### config.mk
export PLATFORM = sky130hd
export DESIGN_NAME = gpio_port_regs
export DESIGN_NICKNAME = d
export VERILOG_FILES = /design/src/rtl/gpio_regs_pkg.sv /design/src/rtl/gpio_addr_decode.sv /design/src/rtl/gpio_latch_bank.sv /design/src/rtl/gpio_cfg_bank.sv /design/src/rtl/gpio_port_regs.sv
export SDC_FILE = /design/constraint.sdc
export NUM_CORES = 2
export LEC_CHECK = 0
export BUFFER_PORTS_ARGS = -buffer_cell sky130_fd_sc_hd__buf_2
export CORE_AREA = 2 2 470 472
export DETAILED_ROUTE_END_ITERATION = 10
export DIE_AREA = 0 0 472 474
export GPL_TIMING_DRIVEN = 0
export SETUP_SLACK_MARGIN = 0.5
export SKIP_CTS_REPAIR_TIMING = 1
export SYNTH_ARGS = -nofsm -noshare
export SYNTH_HDL_FRONTEND = slang
export SYNTH_HIERARCHICAL = 1
export SYNTH_SLANG_ARGS = --single-unit
### constraint.sdc
create_clock -name clk -period 1.4 [get_ports clk]
set_input_delay 0.28 -clock clk [delete_from_list [all_inputs] [get_ports clk]]
set_output_delay 0.28 -clock clk [all_outputs]
set_load 0.02 [all_outputs]
### src/rtl/gpio_regs_pkg.sv
package gpio_regs_pkg;

  // Byte offsets within the port window
  localparam int unsigned OFS_OUT     = 32'h504;
  localparam int unsigned OFS_OUT_SET = 32'h508;
  localparam int unsigned OFS_OUT_CLR = 32'h50C;
  localparam int unsigned OFS_IN      = 32'h510;
  localparam int unsigned OFS_DIR     = 32'h514;
  localparam int unsigned OFS_DIR_SET = 32'h518;
  localparam int unsigned OFS_DIR_CLR = 32'h51C;
  localparam int unsigned OFS_CFG     = 32'h700;

  typedef enum logic [3:0] {
    SEL_NONE,
    SEL_OUT,
    SEL_OUT_SET,
    SEL_OUT_CLR,
    SEL_IN,
    SEL_DIR,
    SEL_DIR_SET,
    SEL_DIR_CLR,
    SEL_CFG
  } reg_sel_e;

  typedef enum logic [1:0] {
    OP_LOAD,
    OP_SET,
    OP_CLR
  } latch_op_e;

endpackage

### src/rtl/gpio_addr_decode.sv
module gpio_addr_decode
  import gpio_regs_pkg::*;
#(
  parameter int AW    = 12,
  parameter int NPINS = 32,
  localparam int PIDX_W = (NPINS > 1) ? $clog2(NPINS) : 1
) (
  input  logic [AW-1:0]     addr,
  output reg_sel_e          sel,
  output logic [PIDX_W-1:0] pin_idx
);

  localparam logic [AW-1:0] A_OUT     = AW'(OFS_OUT);
  localparam logic [AW-1:0] A_OUT_SET = AW'(OFS_OUT_SET);
  localparam logic [AW-1:0] A_OUT_CLR = AW'(OFS_OUT_CLR);
  localparam logic [AW-1:0] A_IN      = AW'(OFS_IN);
  localparam logic [AW-1:0] A_DIR     = AW'(OFS_DIR);
  localparam logic [AW-1:0] A_DIR_SET = AW'(OFS_DIR_SET);
  localparam logic [AW-1:0] A_DIR_CLR = AW'(OFS_DIR_CLR);
  localparam logic [AW-1:0] CFG_LO    = AW'(OFS_CFG);
  localparam logic [AW:0]   CFG_HI    = (AW+1)'(OFS_CFG + 4 * NPINS);

  always_comb begin
    sel     = SEL_NONE;
    pin_idx = '0;
    if (addr[1:0] == 2'b00) begin
      if      (addr == A_OUT)     sel = SEL_OUT;
      else if (addr == A_OUT_SET) sel = SEL_OUT_SET;
      else if (addr == A_OUT_CLR) sel = SEL_OUT_CLR;
      else if (addr == A_IN)      sel = SEL_IN;
      else if (addr == A_DIR)     sel = SEL_DIR;
      else if (addr == A_DIR_SET) sel = SEL_DIR_SET;
      else if (addr == A_DIR_CLR) sel = SEL_DIR_CLR;
      else if (addr >= CFG_LO && {1'b0, addr} < CFG_HI) begin
        sel     = SEL_CFG;
        pin_idx = PIDX_W'((addr - CFG_LO) >> 2);
      end
    end
  end

endmodule

### src/rtl/gpio_latch_bank.sv
module gpio_latch_bank
  import gpio_regs_pkg::*;
#(
  parameter int W = 32,
  localparam int IW = (W > 1) ? $clog2(W) : 1
) (
  input  logic          clk,
  input  logic          rst_n,
  input  logic          wr_en,
  input  latch_op_e     op,
  input  logic [W-1:0]  wdata,
  input  logic          bit_we,
  input  logic [IW-1:0] bit_idx,
  input  logic          bit_val,
  output logic [W-1:0]  q
);

  logic [W-1:0] nxt;

  always_comb begin
    nxt = q;
    if (wr_en) begin
      case (op)
        OP_LOAD: nxt = wdata;
        OP_SET:  nxt = q | wdata;
        OP_CLR:  nxt = q & ~wdata;
        default: nxt = q;
      endcase
    end
    if (bit_we) nxt[bit_idx] = bit_val;
  end

  always_ff @(posedge clk or negedge rst_n) begin
    if (!rst_n) q <= '0;
    else        q <= nxt;
  end

  AST_LOAD_REPLACES: assert property (@(posedge clk) disable iff (!rst_n)
    (wr_en && op == OP_LOAD && !bit_we) |=> q == $past(wdata));
  AST_SET_RAISES: assert property (@(posedge clk) disable iff (!rst_n)
    (wr_en && op == OP_SET && !bit_we) |=> (q & $past(wdata)) == $past(wdata));
  AST_CLR_LOWERS: assert property (@(posedge clk) disable iff (!rst_n)
    (wr_en && op == OP_CLR && !bit_we) |=> (q & $past(wdata)) == '0);
  AST_IDLE_HOLDS: assert property (@(posedge clk) disable iff (!rst_n)
    (!wr_en && !bit_we) |=> $stable(q));

endmodule

### src/rtl/gpio_cfg_bank.sv
module gpio_cfg_bank #(
  parameter int NPINS = 32,
  parameter int DW    = 32,
  parameter logic [DW-1:0] CFG_RST = DW'(2),
  localparam int PIDX_W = (NPINS > 1) ? $clog2(NPINS) : 1,
  localparam int HW     = DW - 1
) (
  input  logic                clk,
  input  logic                rst_n,
  input  logic                wr_en,
  input  logic [PIDX_W-1:0]   wr_idx,
  input  logic [HW-1:0]       wdata_hi,
  output logic [NPINS*HW-1:0] cfg_hi_flat
);

  // Bits DW-1..1 of each word; bit 0 lives in the direction latch.
  for (genvar p = 0; p < NPINS; p++) begin : g_pin
    logic [HW-1:0] word_q;

    always_ff @(posedge clk or negedge rst_n) begin
      if (!rst_n)                                   word_q <= CFG_RST[DW-1:1];
      else if (wr_en && wr_idx == PIDX_W'(p))        word_q <= wdata_hi;
    end

    assign cfg_hi_flat[p*HW +: HW] = word_q;
  end

  AST_CFG_IDLE_HOLDS: assert property (@(posedge clk) disable iff (!rst_n)
    !wr_en |=> $stable(cfg_hi_flat));

endmodule

### src/rtl/gpio_port_regs.sv
module gpio_port_regs
  import gpio_regs_pkg::*;
#(
  parameter int AW    = 12,
  parameter int DW    = 32,
  parameter int NPINS = 32,
  localparam int PIDX_W = (NPINS > 1) ? $clog2(NPINS) : 1,
  localparam int HW     = DW - 1
) (
  input  logic                clk,
  input  logic                rst_n,
  input  logic                bus_req,
  input  logic                bus_we,
  input  logic [AW-1:0]       bus_addr,
  input  logic [DW-1:0]       bus_wdata,
  output logic                bus_rvalid,
  output logic [DW-1:0]       bus_rdata,
  output logic                bus_err,
  input  logic [NPINS-1:0]    pin_in,
  output logic [NPINS-1:0]    pin_out,
  output logic [NPINS-1:0]    pin_dir,
  output logic [NPINS*DW-1:0] pin_cfg
);

  reg_sel_e            sel;
  logic [PIDX_W-1:0]   pin_idx;
  logic                wr, rd;
  logic                out_wr, dir_wr, cfg_wr;
  latch_op_e           out_op, dir_op;
  logic [NPINS*HW-1:0] cfg_hi_flat;
  logic [NPINS-1:0]    in_q;
  logic [DW-1:0]       rd_word;
  logic                rd_hit;

  assign wr = bus_req &  bus_we;
  assign rd = bus_req & ~bus_we;

  gpio_addr_decode #(.AW(AW), .NPINS(NPINS)) u_dec (
    .addr    (bus_addr),
    .sel     (sel),
    .pin_idx (pin_idx)
  );

  always_comb begin
    out_wr = 1'b0;
    dir_wr = 1'b0;
    out_op = OP_LOAD;
    dir_op = OP_LOAD;
    cfg_wr = wr && (sel == SEL_CFG);
    case (sel)
      SEL_OUT:     begin out_wr = wr; out_op = OP_LOAD; end
      SEL_OUT_SET: begin out_wr = wr; out_op = OP_SET;  end
      SEL_OUT_CLR: begin out_wr = wr; out_op = OP_CLR;  end
      SEL_DIR:     begin dir_wr = wr; dir_op = OP_LOAD; end
      SEL_DIR_SET: begin dir_wr = wr; dir_op = OP_SET;  end
      SEL_DIR_CLR: begin dir_wr = wr; dir_op = OP_CLR;  end
      default: ;
    endcase
  end

  gpio_latch_bank #(.W(NPINS)) u_out (
    .clk     (clk),
    .rst_n   (rst_n),
    .wr_en   (out_wr),
    .op      (out_op),
    .wdata   (bus_wdata[NPINS-1:0]),
    .bit_we  (1'b0),
    .bit_idx ('0),
    .bit_val (1'b0),
    .q       (pin_out)
  );

  // Direction latch: port-wide writes plus single-bit loads from config writes
  gpio_latch_bank #(.W(NPINS)) u_dir (
    .clk     (clk),
    .rst_n   (rst_n),
    .wr_en   (dir_wr),
    .op      (dir_op),
    .wdata   (bus_wdata[NPINS-1:0]),
    .bit_we  (cfg_wr),
    .bit_idx (pin_idx),
    .bit_val (bus_wdata[0]),
    .q       (pin_dir)
  );

  gpio_cfg_bank #(.NPINS(NPINS), .DW(DW)) u_cfg (
    .clk         (clk),
    .rst_n       (rst_n),
    .wr_en       (cfg_wr),
    .wr_idx      (pin_idx),
    .wdata_hi    (bus_wdata[DW-1:1]),
    .cfg_hi_flat (cfg_hi_flat)
  );

  for (genvar p = 0; p < NPINS; p++) begin : g_cfg_out
    assign pin_cfg[p*DW +: DW] = {cfg_hi_flat[p*HW +: HW], pin_dir[p]};
  end

  always_ff @(posedge clk or negedge rst_n) begin
    if (!rst_n) in_q <= '0;
    else        in_q <= pin_in;
  end

  always_comb begin
    rd_hit  = 1'b1;
    rd_word = '0;
    case (sel)
      SEL_OUT, SEL_OUT_SET, SEL_OUT_CLR: rd_word = DW'(pin_out);
      SEL_DIR, SEL_DIR_SET, SEL_DIR_CLR: rd_word = DW'(pin_dir);
      SEL_IN:  rd_word = DW'(in_q);
      SEL_CFG: rd_word = {cfg_hi_flat[int'(pin_idx)*HW +: HW], pin_dir[pin_idx]};
      default: rd_hit = 1'b0;
    endcase
  end

  always_ff @(posedge clk or negedge rst_n) begin
    if (!rst_n) begin
      bus_rvalid <= 1'b0;
      bus_rdata  <= '0;
      bus_err    <= 1'b0;
    end else begin
      bus_rvalid <= rd;
      bus_rdata  <= (rd && rd_hit) ? rd_word : '0;
      bus_err    <= rd && !rd_hit;
    end
  end

  AST_READ_ANSWERS: assert property (@(posedge clk) disable iff (!rst_n)
    rd |=> bus_rvalid);
  AST_NO_SPURIOUS_VALID: assert property (@(posedge clk) disable iff (!rst_n)
    !rd |=> !bus_rvalid);
  AST_ERR_WITH_VALID: assert property (@(posedge clk) disable iff (!rst_n)
    bus_err |-> bus_rvalid);
  AST_ERR_ZERO_DATA: assert property (@(posedge clk) disable iff (!rst_n)
    bus_err |-> bus_rdata == '0);
  AST_CFG_BIT0_TO_DIR: assert property (@(posedge clk) disable iff (!rst_n)
    cfg_wr |=> pin_dir[$past(pin_idx)] == $past(bus_wdata[0]));
  AST_IN_SAMPLED: assert property (@(posedge clk) disable iff (!rst_n)
    (rd && sel == SEL_IN) |=> bus_rdata == DW'($past(in_q)));

endmodule

### Yosys cells after proc, flatten, opt, wreduce, memory -nomap -nowiden

Index checks and enable logic that the tools add are counted.

* mux-type cells: 34
* add/subtract/negate cells: 1
* bitwise gates (word level): 8
* equality and inequality tests: 50
* order comparisons: 4
* multiply operators: 1
* shifts and indexed selects: 1
* reduce and logical (&&, ||, !) cells: 47

Operator list (count)
* variable part select 992 x 11 -> 31 bit: 1
* one-hot mux 32 bit (3 select lines): 2
* one-hot mux 32 bit (4 select lines): 1
* two-way mux 32 bit: 3
* equality test 12 x 11 -> 1 bit (second input constant): 7
* equality test 5 bit (second input constant): 16
* AND 32 bit: 2
* OR 32 bit: 2
* two-way mux 5 bit: 9
* equality test 5 x 4 -> 1 bit (second input constant): 8
* logical AND 1 bit: 37
* two-way mux 4 bit: 9
* bitwise mux 32 bit: 1
* inverter 32 bit: 1
* equality test 5 x 3 -> 1 bit (second input constant): 4
* equality test 4 x 3 -> 1 bit (second input constant): 4
* greater-or-equal comparator 12 x 11 -> 1 bit (second input constant): 1
* less-than comparator 12 x 11 -> 1 bit (second input constant): 1
* equality test 5 x 2 -> 1 bit (second input constant): 2
* multiplier 5 x 5 -> 10 bit (second input constant): 1
* equality test 4 x 2 -> 1 bit (second input constant): 2
* one-hot mux 2 bit (2 select lines): 2
* OR reduction 8 bit: 1
* subtractor 7 x 1 -> 7 bit (second input constant): 1
* 18 further kinds: 28

* logic and storage cells: 184
* output and inout bits: 1122
* bits of input ports: 80
* register bits: 1122

### Depth between registers and ports, before layout

* depth after elaboration: 18
* depth in mapped cells: 12
* depth with buffers taken out: 8

### Cells and area by module

Netlist, hierarchy kept.

Modules (own cells, without submodules)
* gpio_cfg_bank: instances 1, sequential area each 24863.8 um^2, area each 37534.7 um^2, cells each 2224
* gpio_port_regs: instances 1, sequential area each 1651.6 um^2, area each 11659.9 um^2, cells each 1073
* gpio_latch_bank: instances 2, sequential area each 800.8 um^2, area each 2105.8 um^2, cells each 273
* gpio_addr_decode: instances 1, sequential area each 0.0 um^2, area each 177.7 um^2, cells each 23

### Worst setup path after synthesis

No wires, ideal clock.

* path type: input-to-reg
* start point: input port bus_addr[1]
* end point: register bus_rdata[21]
* library setup time: 110 ps
* arrival: 2930 ps
* path buffers: 5
* cell stages on the path: 9
* data required time: 1290 ps
* slack: -1640 ps
* cell sequence: or4b_1 > buf_6 > nor3_2 > buf_2 > buf_2 > buf_2 > clkbuf_1 > a211oi_1 > o41ai_1

* elaborated cells on any way between the ends: 47
* classes of those cells: add/sub: 1; mul: 1; order compare: 2; eq/ne: 15; shift: 1; mux: 21; reduce/logical: 6

RTL lines
* start: declaration: RTL line gpio_port_regs.sv:14 `input logic [AW-1:0] bus_addr,`
* greater-or-equal comparator 12 x 11 -> 1 bit / less-than comparator 12 x 11 -> 1 bit (equally long branches): RTL line gpio_addr_decode.sv:34 `else if (addr >= CFG_LO && {1'b0, addr} < CFG_HI) begin`
* logical AND 1 bit: RTL line gpio_addr_decode.sv:34
* two-way mux 5 bit: RTL line gpio_addr_decode.sv:34
* two-way mux 5 bit: RTL line gpio_addr_decode.sv:33 `else if (addr == A_DIR_CLR) sel = SEL_DIR_CLR;`
* two-way mux 5 bit: RTL line gpio_addr_decode.sv:32 `else if (addr == A_DIR_SET) sel = SEL_DIR_SET;`
* two-way mux 5 bit: RTL line gpio_addr_decode.sv:31 `else if (addr == A_DIR) sel = SEL_DIR;`
* two-way mux 5 bit: RTL line gpio_addr_decode.sv:30 `else if (addr == A_IN) sel = SEL_IN;`
* two-way mux 5 bit: RTL line gpio_addr_decode.sv:29 `else if (addr == A_OUT_CLR) sel = SEL_OUT_CLR;`
* two-way mux 5 bit: RTL line gpio_addr_decode.sv:28 `else if (addr == A_OUT_SET) sel = SEL_OUT_SET;`
* two-way mux 5 bit: RTL line gpio_addr_decode.sv:27 `if (addr == A_OUT) sel = SEL_OUT;`
* two-way mux 5 bit *: RTL line gpio_addr_decode.sv:26 `if (addr[1:0] == 2'b00) begin`
* net pin_idx[2]: RTL line gpio_port_regs.sv:26 `logic [PIDX_W-1:0] pin_idx;`
* multiplier 5 x 5 -> 10 bit *: RTL line gpio_port_regs.sv:111 `SEL_CFG: rd_word = {cfg_hi_flat[int'(pin_idx)*HW +: HW], pin_dir[pin_idx]};`
* variable part select 992 x 11 -> 31 bit *: RTL line gpio_port_regs.sv:111
* one-hot mux 32 bit (4 select lines) *: RTL line gpio_port_regs.sv:107 `case (sel)`
* two-way mux 32 bit *: RTL line gpio_port_regs.sv:123 `bus_rdata <= (rd && rd_hit) ? rd_word : '0;`
* end signal: assignment: RTL line gpio_port_regs.sv:123
* end: declaration: RTL line gpio_port_regs.sv:17 `output logic [DW-1:0] bus_rdata,`

Mark *: on every way through the listed nets, which the timed path passes. The rest lies on a longest branch.
A chain may end at the register's enable or synchronous reset.

### Worst setup path in the final report

* start point: input port bus_addr[11]
* end point: register bus_rdata[11]

* word-level cells in the longest chain between the ends: 16
* elaborated cells on any way between the ends: 45
* classes of those cells: mul: 1; order compare: 2; eq/ne: 15; shift: 1; mux: 21; reduce/logical: 5

Ends and longest elaborated chain
* greater-or-equal comparator 12 x 11 -> 1 bit / less-than comparator 12 x 11 -> 1 bit (equally long branches): RTL line gpio_addr_decode.sv:34
* logical AND 1 bit: RTL line gpio_addr_decode.sv:34
* two-way mux 4 bit: RTL line gpio_addr_decode.sv:34
* two-way mux 4 bit: RTL line gpio_addr_decode.sv:33
* two-way mux 4 bit: RTL line gpio_addr_decode.sv:32
* two-way mux 4 bit: RTL line gpio_addr_decode.sv:31
* two-way mux 4 bit: RTL line gpio_addr_decode.sv:30
* two-way mux 4 bit: RTL line gpio_addr_decode.sv:29
* two-way mux 4 bit: RTL line gpio_addr_decode.sv:28
* two-way mux 4 bit *: RTL line gpio_addr_decode.sv:27
* two-way mux 4 bit *: RTL line gpio_addr_decode.sv:26
* net sel[3]: RTL line gpio_port_regs.sv:25 `reg_sel_e sel;`
* equality test 4 bit (tied with other cells): RTL line gpio_port_regs.sv:107
* OR reduction 8 bit (no source line)
* two-way mux 1 bit: RTL line gpio_port_regs.sv:107
* logical AND 1 bit: RTL line gpio_port_regs.sv:123
* two-way mux 32 bit *: RTL line gpio_port_regs.sv:123

Marked as above.

==> qor.log <==
INFO  floorplan      placeableCoreArea=0.2187mm2
INFO  global_routing antenna_found_initial=56
INFO  clock_tree     worst_case_clock_buffer_depth=3
INFO  sta            report.final.setup_viol=2681
INFO  logic_synthesis async_reset_ff_share=100.0%
INFO  sta            worst_clock_skew=0.02829ns
INFO  placed_design  dp_slack=-5.071ns
INFO  floorplan      area_of_the_die=0.2237mm2
INFO  sta            period_minus_slack=2.864ns
INFO  floorplan      floorplan.die.height=474um
INFO  worst_setup_path timing.critical_path.required=2.05ns
INFO  sta            worst_pin_slew=1.222ns
INFO  floorplan      pin_count=1202
INFO  floorplan      num_rows=172
INFO  worst_setup_path cp-end-kind=flip-flop
INFO  pwr            leakagePower=0.03644uW
INFO  clock_tree     clock_insertion_delay_worst_skew=0.80ns
INFO  global_routing number_of_global_route_vias_before_repair=43610
INFO  sta            timing_hold_violations_final=354
INFO  clock_tree     cts.sink_count=1122
INFO  clock_tree     tritoncts=yes
INFO  clock_tree     clk_root_buffer_cell=sky130_fd_sc_hd__clkbuf_16
INFO  detailed_routing first_pass_iters=8
INFO  global_routing global_route.usage.total=30.85%
INFO  floorplan      fp.dieW=472um
INFO  logic_synthesis synth_seq_area_share=52.47%
INFO  worst_setup_path worst_path_largest_cell_delay=0.63ns
INFO  sta            maxClockFrequency=349.2MHz
INFO  global_routing first_pass_grt_wire_length=452700um
INFO  worst_setup_path setup.worst_path.start_class=primary input
INFO  logic_synthesis syn-mean-instance-area=13.86um2
INFO  flow_run       cap_violations=0
INFO  pwr            powerDensity=1021mW/mm2
INFO  hold_path      holdCritPathClass=in -> async
INFO  placed_design  detailedPlacementHpwl=273800um
INFO  logic_synthesis synth_area_leaders=sky130_fd_sc_hd__dfrtp_1, sky130_fd_sc_hd__mux2_2, sky130_fd_sc_hd__mux4_2, sky130_fd_sc_hd__mux2i_1, sky130_fd_sc_hd__mux2_4
INFO  logic_synthesis yosys.area.top_type_share=50.90%
INFO  status         violations=negative hold slack, negative setup slack
INFO  sta            timing.max_slew.rel_slack=18.51%
INFO  logic_synthesis synth_commonest_cells=sky130_fd_sc_hd__dfrtp_1, sky130_fd_sc_hd__mux2_2, sky130_fd_sc_hd__clkbuf_1
INFO  detailed_routing top_layer_used=met5
INFO  clock_tree     clkTransAtPathRegs=0.06ns
INFO  finish         final_core_utilization=33.14%
INFO  finish         fin_nets=5495
INFO  detailed_routing routed_via_density=5.389
INFO  logic_synthesis yosys_register_bits=1122
INFO  detailed_routing number_of_routed_nets_with_antenna_violations=0
INFO  worst_setup_path crit_path_frequent_cell=sky130_fd_sc_hd__buf_6
INFO  logic_synthesis post_synth_num_cell_types=51
INFO  logic_synthesis post_synthesis_cell_type_with_the_largest_combined_area=sky130_fd_sc_hd__dfrtp_1
INFO  clock_tree     cts_bufs_inserted=138
INFO  detailed_routing dr_wl_met3=40680um
INFO  detailed_routing drt-initial-drc-count=4896
INFO  detailed_routing routed_wirelength=360800um
INFO  global_routing grt_overflow_total=0
INFO  finish         finish.cell_count_without_fillers=8415
INFO  pwr            p_total=73960uW
INFO  global_routing maximum_number_of_pins_on_one_net_before_global_route_repair=171
INFO  floorplan      initial_core_util=24.51%
INFO  worst_setup_path cp_slowest_cell=sky130_fd_sc_hd__o41ai_2
INFO  worst_setup_path crit_type=in -> reg
INFO  placed_design  io_buffer_count=1200
INFO  sta            fin_crit_sh=204.6%
INFO  pwr            max_rail_drop_vdd=0.0009690V
INFO  detailed_routing detailroute.wirelength.met2=158000um
INFO  clock_tree     h-tree-depth=4
INFO  worst_setup_path worstPathArrival=3.51ns
INFO  logic_synthesis synth-main-ff-cell=sky130_fd_sc_hd__dfrtp_1
INFO  detailed_routing wl_met1=140800um
INFO  worst_setup_path timing.critical_path.fanout_max=10
INFO  logic_synthesis number_of_flops_mapped_to_enable_cells_by_yosys=0
INFO  detailed_routing vias=45350
INFO  placed_design  numPlacedInstances=7986
INFO  sta            holdWs=-0.6956ns
INFO  worst_setup_path worstPathCellList=buf_6 -> or4b_4 -> buf_12 -> nor3_4 -> buf_6 -> nand3_1 -> clkbuf_2 -> o41ai_2
INFO  sta            maxSlewViolCount=0
INFO  finish         drive_gt1_share=59.12%
INFO  logic_synthesis yosys_warnings=6
INFO  status         outcome=finished with violations
INFO  finish         flow.area_growth_from_synthesis=35.25%
INFO  logic_synthesis post-synth-top-count-cell=sky130_fd_sc_hd__dfrtp_1
INFO  detailed_routing remaining_drc_errors=0
INFO  sta            setup_slack=-1.464ns
INFO  logic_synthesis synth_area=0.05358mm2
INFO  logic_synthesis post_synth_inst_count=3866
INFO  sta            rsz_0062_raised_after_global_routing=true
INFO  detailed_routing wl_per_cell=42.88um
INFO  placed_design  gp_congestion=0.9117
## critical path, delay by kind of cell
kind	cells	cell delay [ns]
AND/OR/NAND/NOR	3	1.46
buffers and inverters	4	1.08
AO/OA/AOI/OAI	1	0.63
## flip-flops by register name (all words and copies together) (netlist names)
signal              count
bus_err                 1
bus_rdata              32
bus_rvalid              1
in_q                   32
u_cfg/g_pin.word_q    992
u_dir/q                32
u_out/q                32
## cell type report
class / instances / area [um2]
Fill cell: 21870 / 146200
Inverter: 5 / 22.52
Sequential cell: 1122 / 28120
Clock inverter: 45 / 531.8
Timing Repair Buffer: 1379 / 8159
Clock buffer: 198 / 4011
Tap cell: 2871 / 3592
Multi-Input combinational cell: 2357 / 24790
Buffer: 412 / 3184
Antenna cell: 26 / 65.06
## logic make-up after synthesis
| group | Yosys count | synth area share (%) |
|---|---|---|
| mux | 1376 | 32.46 |
| xor+xnor | 1 | 0.01635 |
| other cells | 1 | 0.006998 |
| flops | 1122 | 52.47 |
| buf+inv | 417 | 3.860 |
| compound gates | 448 | 5.634 |
| simple gates | 501 | 5.548 |
## worst paths after layout
path                                            start                         end  slack [ns]  cells past startpoint
min reg2reg                u_cfg/g_pin[28].word_q[28]  u_cfg/g_pin[28].word_q[28]        0.52                      1
max reg2reg                               u_dir/q[11]               bus_rdata[11]       -0.62                      4
max                                      bus_addr[11]               bus_rdata[11]       -1.46                      8
min                                             rst_n  u_cfg/g_pin[11].word_q[24]       -0.70                      1
min in group clk                        bus_wdata[22]                 u_out/q[22]           0                      3
max in group asynchronous                       rst_n   u_cfg/g_pin[17].word_q[0]       -1.20                      5
## per-layer routing
layer / up-vias / GRT usage [%]
met5: - / 0
met4: 14 / 17.30
met3: 705 / 11.74
met2: 3147 / 45.97
met1: 24020 / 38.18
li1: 17460 / -
## stage by stage
| stage | cell area [um2] | setup TNS, ns |
|---|---|---|
| 3_3_place_gp | 63450 | - |
| 5_1_grt | 72430 | -2231.89 |
| 2_1_floorplan | 53860 | -1279.44 |
| 3_5_place_dp | 63920 | -3877.21 |
| 6_report | 72470 | -2085.48 |
| 4_1_cts | 68460 | -2731.35 |
## power breakdown
part	internal [uW]	total, uW	switching, uW
clock network	21200	36900	15700
logic	1020	4010	3000
registers	32800	33100	321
## placed cells by master (no fill, tap or decap), types with 102 or more instances in the layout
master,netlist,routed
sky130_fd_sc_hd__buf_2,150,1236
sky130_fd_sc_hd__clkbuf_16,0,144
sky130_fd_sc_hd__o21ai_0,128,102
sky130_fd_sc_hd__mux4_2,160,160
sky130_fd_sc_hd__buf_4,43,141
sky130_fd_sc_hd__dfrtp_1,1090,1090
sky130_fd_sc_hd__clkbuf_1,197,164
sky130_fd_sc_hd__mux2i_1,192,176
sky130_fd_sc_hd__mux2_2,926,925
sky130_fd_sc_hd__nor2b_1,103,102
sky130_fd_sc_hd__nand2_1,153,138
No activity file was read; power rests on OpenSTA's default activity.
